$ cat src/rtl/rstcause_pkg.sv
package rstcause_pkg;
    localparam int DATA_W   = 32;
    localparam int BE_W     = DATA_W / 8;
    localparam int N_CAUSE  = 6;
    localparam int FLAG_LSB = 26;
    localparam int CLR_BIT  = 24;
    localparam int RDY_BIT  = 1;
    localparam int EN_BIT   = 0;
    localparam logic [N_CAUSE-1:0] FLAGS_AT_POR = 6'b000011;

    typedef enum logic [1:0] {
        BUS_IDLE,
        BUS_RECENT,
        BUS_STALL1,
        BUS_STALL2
    } bus_st_e;

    typedef enum logic [1:0] {
        OSC_OFF,
        OSC_START,
        OSC_RUN
    } osc_st_e;
endpackage

$ cat src/rtl/rstcause_bus.sv
module rstcause_bus
    import rstcause_pkg::*;
(
    input  logic clk,
    input  logic rst_n,
    input  logic req_i,
    output logic ready_o
);
    bus_st_e state_q, state_d;

    always_ff @(posedge clk or negedge rst_n) begin
        if (!rst_n) state_q <= BUS_IDLE;
        else        state_q <= state_d;
    end

    always_comb begin
        state_d = BUS_IDLE;
        unique case (state_q)
            BUS_IDLE:   state_d = req_i ? BUS_RECENT : BUS_IDLE;
            BUS_RECENT: state_d = req_i ? BUS_STALL1 : BUS_IDLE;
            BUS_STALL1: state_d = req_i ? BUS_STALL2 : BUS_IDLE;
            BUS_STALL2: state_d = req_i ? BUS_RECENT : BUS_IDLE;
            default:    state_d = BUS_IDLE;
        endcase
    end

    always_comb begin
        ready_o = 1'b0;
        unique case (state_q)
            BUS_IDLE, BUS_STALL2:   ready_o = req_i;
            BUS_RECENT, BUS_STALL1: ready_o = 1'b0;
            default:                ready_o = 1'b0;
        endcase
    end

    // a completed access is never followed by a completion in the next cycle
    a_r10_b2b_stall: assert property (@(posedge clk) disable iff (!rst_n)
        (req_i && ready_o) |=> !ready_o);
    // a fresh request after an idle cycle completes at once
    a_r10_isolated: assert property (@(posedge clk) disable iff (!rst_n)
        (req_i && !$past(req_i)) |-> ready_o);
endmodule

$ cat src/rtl/rstcause_osc.sv
module rstcause_osc
    import rstcause_pkg::*;
#(
    parameter int DLY = 8
) (
    input  logic clk,
    input  logic rst_n,
    input  logic en_i,
    output logic rdy_o
);
    localparam int CNT_W = $clog2(DLY + 1);
    localparam logic [CNT_W-1:0] LAST = CNT_W'(DLY - 1);

    osc_st_e          state_q, state_d;
    logic [CNT_W-1:0] cnt_q, cnt_d;

    always_ff @(posedge clk or negedge rst_n) begin
        if (!rst_n) begin
            state_q <= OSC_OFF;
            cnt_q   <= '0;
        end else begin
            state_q <= state_d;
            cnt_q   <= cnt_d;
        end
    end

    always_comb begin
        state_d = state_q;
        cnt_d   = cnt_q;
        unique case (state_q)
            OSC_OFF: begin
                cnt_d = '0;
                if (en_i) begin
                    state_d = OSC_START;
                    cnt_d   = CNT_W'(1);
                end
            end
            OSC_START: begin
                if (!en_i) begin
                    state_d = OSC_OFF;
                    cnt_d   = '0;
                end else if (cnt_q == LAST) begin
                    state_d = OSC_RUN;
                end else begin
                    cnt_d = cnt_q + CNT_W'(1);
                end
            end
            OSC_RUN: begin
                if (!en_i) begin
                    state_d = OSC_OFF;
                    cnt_d   = '0;
                end
            end
            default: state_d = OSC_OFF;
        endcase
    end

    always_comb rdy_o = (state_q == OSC_RUN);

    // ready only after the enable was seen in the previous cycle
    a_r8_rdy_needs_en: assert property (@(posedge clk) disable iff (!rst_n)
        rdy_o |-> $past(en_i));
    // two cycles of disabled enable leave ready low
    a_r8_rdy_falls: assert property (@(posedge clk) disable iff (!rst_n)
        (!en_i && !$past(en_i)) |-> !rdy_o);
endmodule

$ cat src/rtl/rstcause_flags.sv
module rstcause_flags
    import rstcause_pkg::*;
#(
    parameter int N = N_CAUSE,
    parameter logic [N-1:0] INIT = FLAGS_AT_POR
) (
    input  logic         clk,
    input  logic         por_n,
    input  logic [N-1:0] evt_i,
    input  logic         clr_i,
    output logic [N-1:0] flag_o
);
    logic [N-1:0] flag_q;

    for (genvar i = 0; i < N; i++) begin : g_flag
        always_ff @(posedge clk or negedge por_n) begin
            if (!por_n)        flag_q[i] <= INIT[i];
            else if (evt_i[i]) flag_q[i] <= 1'b1;
            else if (clr_i)    flag_q[i] <= 1'b0;
        end
    end

    assign flag_o = flag_q;

    // without a clear, no flag falls
    a_r3_sticky: assert property (@(posedge clk) disable iff (!por_n)
        !clr_i |=> (($past(flag_q) & ~flag_q) == '0));
    // a pulse sets its flag even against a clear
    a_r5_set_wins: assert property (@(posedge clk) disable iff (!por_n)
        (|evt_i) |=> ((flag_q & $past(evt_i)) == $past(evt_i)));
    // a clear with no pulse empties the record
    a_r4_clear_all: assert property (@(posedge clk) disable iff (!por_n)
        (clr_i && evt_i == '0) |=> (flag_q == '0));
endmodule

$ cat src/rtl/rstcause_reg.sv
module rstcause_reg
    import rstcause_pkg::*;
#(
    parameter int                ADDR_W  = 8,
    parameter logic [ADDR_W-1:0] REG_OFF = 8'h24,
    parameter int                OSC_DLY = 8
) (
    input  logic              clk,
    input  logic              por_n,
    input  logic              sys_rst_n,
    input  logic              req_i,
    input  logic              we_i,
    input  logic [ADDR_W-1:0] addr_i,
    input  logic [DATA_W-1:0] wdata_i,
    input  logic [BE_W-1:0]   be_i,
    input  logic [N_CAUSE-1:0] evt_i,
    output logic [DATA_W-1:0] rdata_o,
    output logic              ready_o
);
    localparam int CLR_LANE = CLR_BIT / 8;
    localparam int EN_LANE  = EN_BIT / 8;

    logic               rst_n;
    logic               hit, xfer, wr_hit, clr;
    logic               en_q, osc_rdy;
    logic [N_CAUSE-1:0] flags;
    logic [DATA_W-1:0]  rd_word;
    logic               unused_in;

    assign rst_n  = por_n & sys_rst_n;
    assign hit    = (addr_i == REG_OFF);
    assign xfer   = req_i & ready_o;
    assign wr_hit = xfer & we_i & hit;
    assign clr    = wr_hit & be_i[CLR_LANE] & wdata_i[CLR_BIT];
    assign unused_in = ^{wdata_i[DATA_W-1:CLR_BIT+1], wdata_i[CLR_BIT-1:EN_BIT+1],
                         be_i[CLR_LANE-1:EN_LANE+1]};

    rstcause_bus u_bus (
        .clk     (clk),
        .rst_n   (rst_n),
        .req_i   (req_i),
        .ready_o (ready_o)
    );

    rstcause_flags #(.N(N_CAUSE), .INIT(FLAGS_AT_POR)) u_flags (
        .clk    (clk),
        .por_n  (por_n),
        .evt_i  (evt_i),
        .clr_i  (clr),
        .flag_o (flags)
    );

    rstcause_osc #(.DLY(OSC_DLY)) u_osc (
        .clk   (clk),
        .rst_n (rst_n),
        .en_i  (en_q),
        .rdy_o (osc_rdy)
    );

    always_ff @(posedge clk or negedge rst_n) begin
        if (!rst_n)                      en_q <= 1'b0;
        else if (wr_hit && be_i[EN_LANE]) en_q <= wdata_i[EN_BIT];
    end

    always_comb begin
        rd_word                        = '0;
        rd_word[FLAG_LSB +: N_CAUSE]   = flags;
        rd_word[RDY_BIT]               = osc_rdy;
        rd_word[EN_BIT]                = en_q;
        rdata_o = (xfer && hit) ? rd_word : '0;
    end

    // the clear control never reads back as 1
    a_r4_clr_reads_zero: assert property (@(posedge clk) disable iff (!rst_n)
        ready_o |-> !rdata_o[CLR_BIT]);
    // a miss returns zero data
    a_r1_miss_zero: assert property (@(posedge clk) disable iff (!rst_n)
        (ready_o && addr_i != REG_OFF) |-> (rdata_o == '0));
endmodule

$ cat config.mk
export PLATFORM = sky130hd
export DESIGN_NAME = rstcause_reg
export DESIGN_NICKNAME = d
export VERILOG_FILES = /design/src/rtl/rstcause_pkg.sv /design/src/rtl/rstcause_bus.sv /design/src/rtl/rstcause_osc.sv /design/src/rtl/rstcause_flags.sv /design/src/rtl/rstcause_reg.sv
export SDC_FILE = /design/constraint.sdc
export NUM_CORES = 1
export LEC_CHECK = 0
export ABC_AREA = 1
export BUFFER_PORTS_ARGS = -buffer_cell sky130_fd_sc_hd__buf_2
export CAP_MARGIN = 5
export CORE_MARGIN = 5
export CORE_UTILIZATION = 37
export CTS_BUF_LIST = sky130_fd_sc_hd__clkbuf_4 sky130_fd_sc_hd__clkbuf_8
export DETAILED_ROUTE_END_ITERATION = 12
export MAX_ROUTING_LAYER = met4
export PLACE_DENSITY = 0.76
export SLEW_MARGIN = 10
export SYNTH_ARGS = -nofsm -noshare
export SYNTH_HDL_FRONTEND = slang
export SYNTH_HIERARCHICAL = 1
export SYNTH_SLANG_ARGS = --single-unit
$ cat constraint.sdc
create_clock -name clk -period 1.6 [get_ports clk]
set_input_delay 0.08 -clock clk [delete_from_list [all_inputs] [get_ports clk]]
set_output_delay 0.08 -clock clk [all_outputs]
set_load 0.01 [all_outputs]
==> results.tsv <==
stage	metric	value	unit
run_status	outcome	finished with violations	
run_status	violations	setup timing	
grt	grt_pass1_wl	3.73	mm
setup_path	crit_chain	ha_4, nand2_2, inv_2, nand3_4, nor2_2, buf_2	
hold_path	hp-class	input port to register	
grt	grt_max_degree	10	
finish	area_delta_synth_final	23.2	%
synthesis	synth_seq_area_share	0.334	
place	port_buffers	31	
finish	post-route-util	0.465	
sta	setup_ws	-2.34	ps
place	hpwl	1.68	mm
setup_path	r2r_start	u_bus/state_q[1]$_DFF_PN0_	
finish	drive_above_1_share	0.280	
sta	holdWs	65.2	ps
power	powerDensity	701	mW/mm²
clock_tree	ctsHtreeMaxLevel	1	
clock_tree	path_clk_slew	80	ps
setup_path	crit_path_max_fanout	8	
grt	gr-total-overflow	0	
route	drt_iter0_drc	9	
setup_path	cp_slowest_stage_delay	410	ps
route	vias	992	
finish	finalNetCount	269	
floorplan	dieHeight	65.3	µm
clock_tree	numCtsBuffers	3	
setup_path	cpMaxStageDelayCell	dfrtp_1	
route	drc_errors	0	
floorplan	start_util	0.377	
hold_path	min_to	en_q$_DFFE_PN0P_	
power	ir_worst_vdd	0.460	mV
synthesis	synth_area_per_cell	6.95	µm²
finish	seq_area	378	µm²
power	p_int	0.653	mW
synthesis	synth_cells	163	
synthesis	netlist_area	0.00113	mm²
finish	final_area	0.00140	mm²
flow_run	max_cap_viol_count	0	
sta	rsz0062_at_grt	true	
synthesis	ys_ff_latch	15	
sta	hold_viol	0	
finish	multi_input_comb_area	589	µm²
clock_tree	tritoncts	yes	
synthesis	synthTopCellsByArea	dfrtp_1 (29%), nand2_1 (17%), buf_4 (16%)	
setup_path	cp-end-kind	output pin	
route	postRouteWirelength	2.18	mm
finish	final_cell_mix	nand2_1 (51), buf_2 (31), inv_1 (26)	
place	placed_area	0.00124	mm²
setup_path	crit_path_start_kind	register	
floorplan	core	0.00300	mm²
power	power.switching	0.325	mW
route	viasPerCell	4.13	
sta	finalCriticalPeriod	1600	ps
clock_tree	clk_latency	280	ps
grt	grt_pass1_vias	959	
clock_tree	clkSinkCount	15	
route	firstDrtPassIters	4	
floorplan	row_count	20	
finish	layout_commonest_cell	nand2_1	
power	sw_frac_of_total	0.332	
setup_path	rr_worst_depth	9	
route	wire_per_inst	9.07	µm
power	p_leak	0.883	nW
setup_path	criticalPathCategory	register to output pin	
sta	final_max_slew_viol_count	0	
synthesis	yosysTopAreaCellShare	0.287	
sta	post-route-period-util	1.00	
finish	fillers	294	
sta	clock.fmax	624	MHz
power	comb_power_share	0.346	
setup_path	cp.arrival	1520	ps
grt	antenna_found_initial	0	
sta	fin_worst_skew	7.39	ps
power	power_frac_seq	0.439	
hold_path	min_from	wdata_i[0]	
clock_tree	cts_buffer_depth	2	
synthesis	synthDistinctLibCells	20	
synthesis	synth_area_leader_cell	dfrtp_1	
sta	setup_viol	2	
place	place_ws	134	ps
power	pwr-share-clk	0.216	
floorplan	fp.dieW	65.3	µm
finish	antennaDiodeCount	0	
setup_path	required	1520	ps
hold_path	hold_depth	3	
clock_tree	cts_root_buffer	clkbuf_4	
setup_path	rrSetupSlack	100	ps
floorplan	die-area	0.00427	mm²
power	power	0.977	mW
synthesis	synth_warnings	6	
place	place.gp.congestion	0.806	
grt	grt_usage	0.110	
floorplan	io_pins	88	
route	final_antenna_net_count	0	
setup_path	r2r_end	u_flags/flag_o[2]$_DFFE_PN0P_	
## worst max-delay path: cells and delay by family, from the launching register on
kind	cells	cell delay, ps
buffers and inverters	2	220
AND/OR/NAND/NOR	3	330
flip-flops	1	410
adder cells (fa/ha/maj)	1	280
## Yosys cell counts
library cell  instances
and3_1                1
buf_4                24
conb_1                1
dfrtp_1              13
dfstp_2               2
ha_1                  6
inv_1                28
inv_2                 1
nand2_1              52
nand2_2               1
nand3_1               4
nand3_2               1
nand3_4               1
nand4_1               2
nor2_1               20
nor2_2                2
nor2_4                1
nor3b_1               1
o22ai_1               1
or2_2                 1
## power by group through the flow
stage | Combinational [mW] | Clock, mW | Sequential [mW]
finish | 0.338 | 0.211 | 0.429
global route | 0.386 | 0.232 | 0.430
CTS | 0.303 | 0.218 | 0.421
detailed placement | 0.268 | 0 | 0.430
global placement | 0.267 | 0 | 0.428
floorplan | 0.226 | 0 | 0.425
## stage by stage
step                      instances  setup TNS [ps]
after floorplan                 186               0
after global placement          227               0
after detailed placement        227               0
after CTS                       240               0
after global routing            240            -699
final                           240           -2.81
## cells by family (layout without fill, tap and decap cells)
logic type / after synthesis / count (layout) / share of synthesized area
compound gates: 1 / 1 / 0.00553
buf+inv: 53 / 74 / 0.255
flops: 15 / 15 / 0.334
fa+ha+maj: 6 / 6 / 0.0663
simple gates: 87 / 87 / 0.336
other cells: 1 / 24 / 0.00331
## what timing repair did
item                                    in CTS  in global routing
hold endpoints to repair                    21                  0
gates cloned                                 0                  0
endpoints found under the setup margin       8                 14
setup buffers                                2                  0
pin swaps                                    3                  3
hold buffers                                 8                  0
resized for setup                            1                 11
## flip-flops by register name, indices dropped and copies added (netlist names)
signal          flops
u_bus/state_q       2
en_q                1
u_flags/flag_o      6
u_osc/cnt_q         4
u_osc/state_q       2
## routing by layer
metal  part of all wire  GRT usage  routed length (µm)
met5                  0          -                   0
met4             0.0046     0.0311                  10
met3              0.068     0.0171                 149
met2               0.53      0.202                1140
met1               0.40      0.121                 872
## how the worst max path moves through the flow
stage                                     startpoint                             to  slack, ps  depth (start not counted)
after floorplan           u_bus/state_q[0]$_DFF_PN0_  u_flags/flag_o[2]$_DFFE_PN0P_        140                         10
after global placement    u_bus/state_q[0]$_DFF_PN0_  u_flags/flag_o[3]$_DFFE_PN0P_        170                         10
after detailed placement  u_bus/state_q[0]$_DFF_PN0_  u_flags/flag_o[4]$_DFFE_PN0P_        130                         10
after CTS                 u_bus/state_q[1]$_DFF_PN0_                     rdata_o[1]         30                          6
after global routing      u_bus/state_q[1]$_DFF_PN0_                    rdata_o[29]       -110                          6
final                     u_bus/state_q[1]$_DFF_PN0_                    rdata_o[29]         -2                          6
## layout make-up
cell class	instances	area share
Clock buffer	3	0.0161
Clock inverter	1	0.00359
Inverter	29	0.0780
Multi-Input combinational cell	118	0.422
Sequential cell	15	0.271
Tap cell	33	0.0296
Timing Repair Buffer	41	0.179
Note: power is estimated with default switching activity, not from simulation.
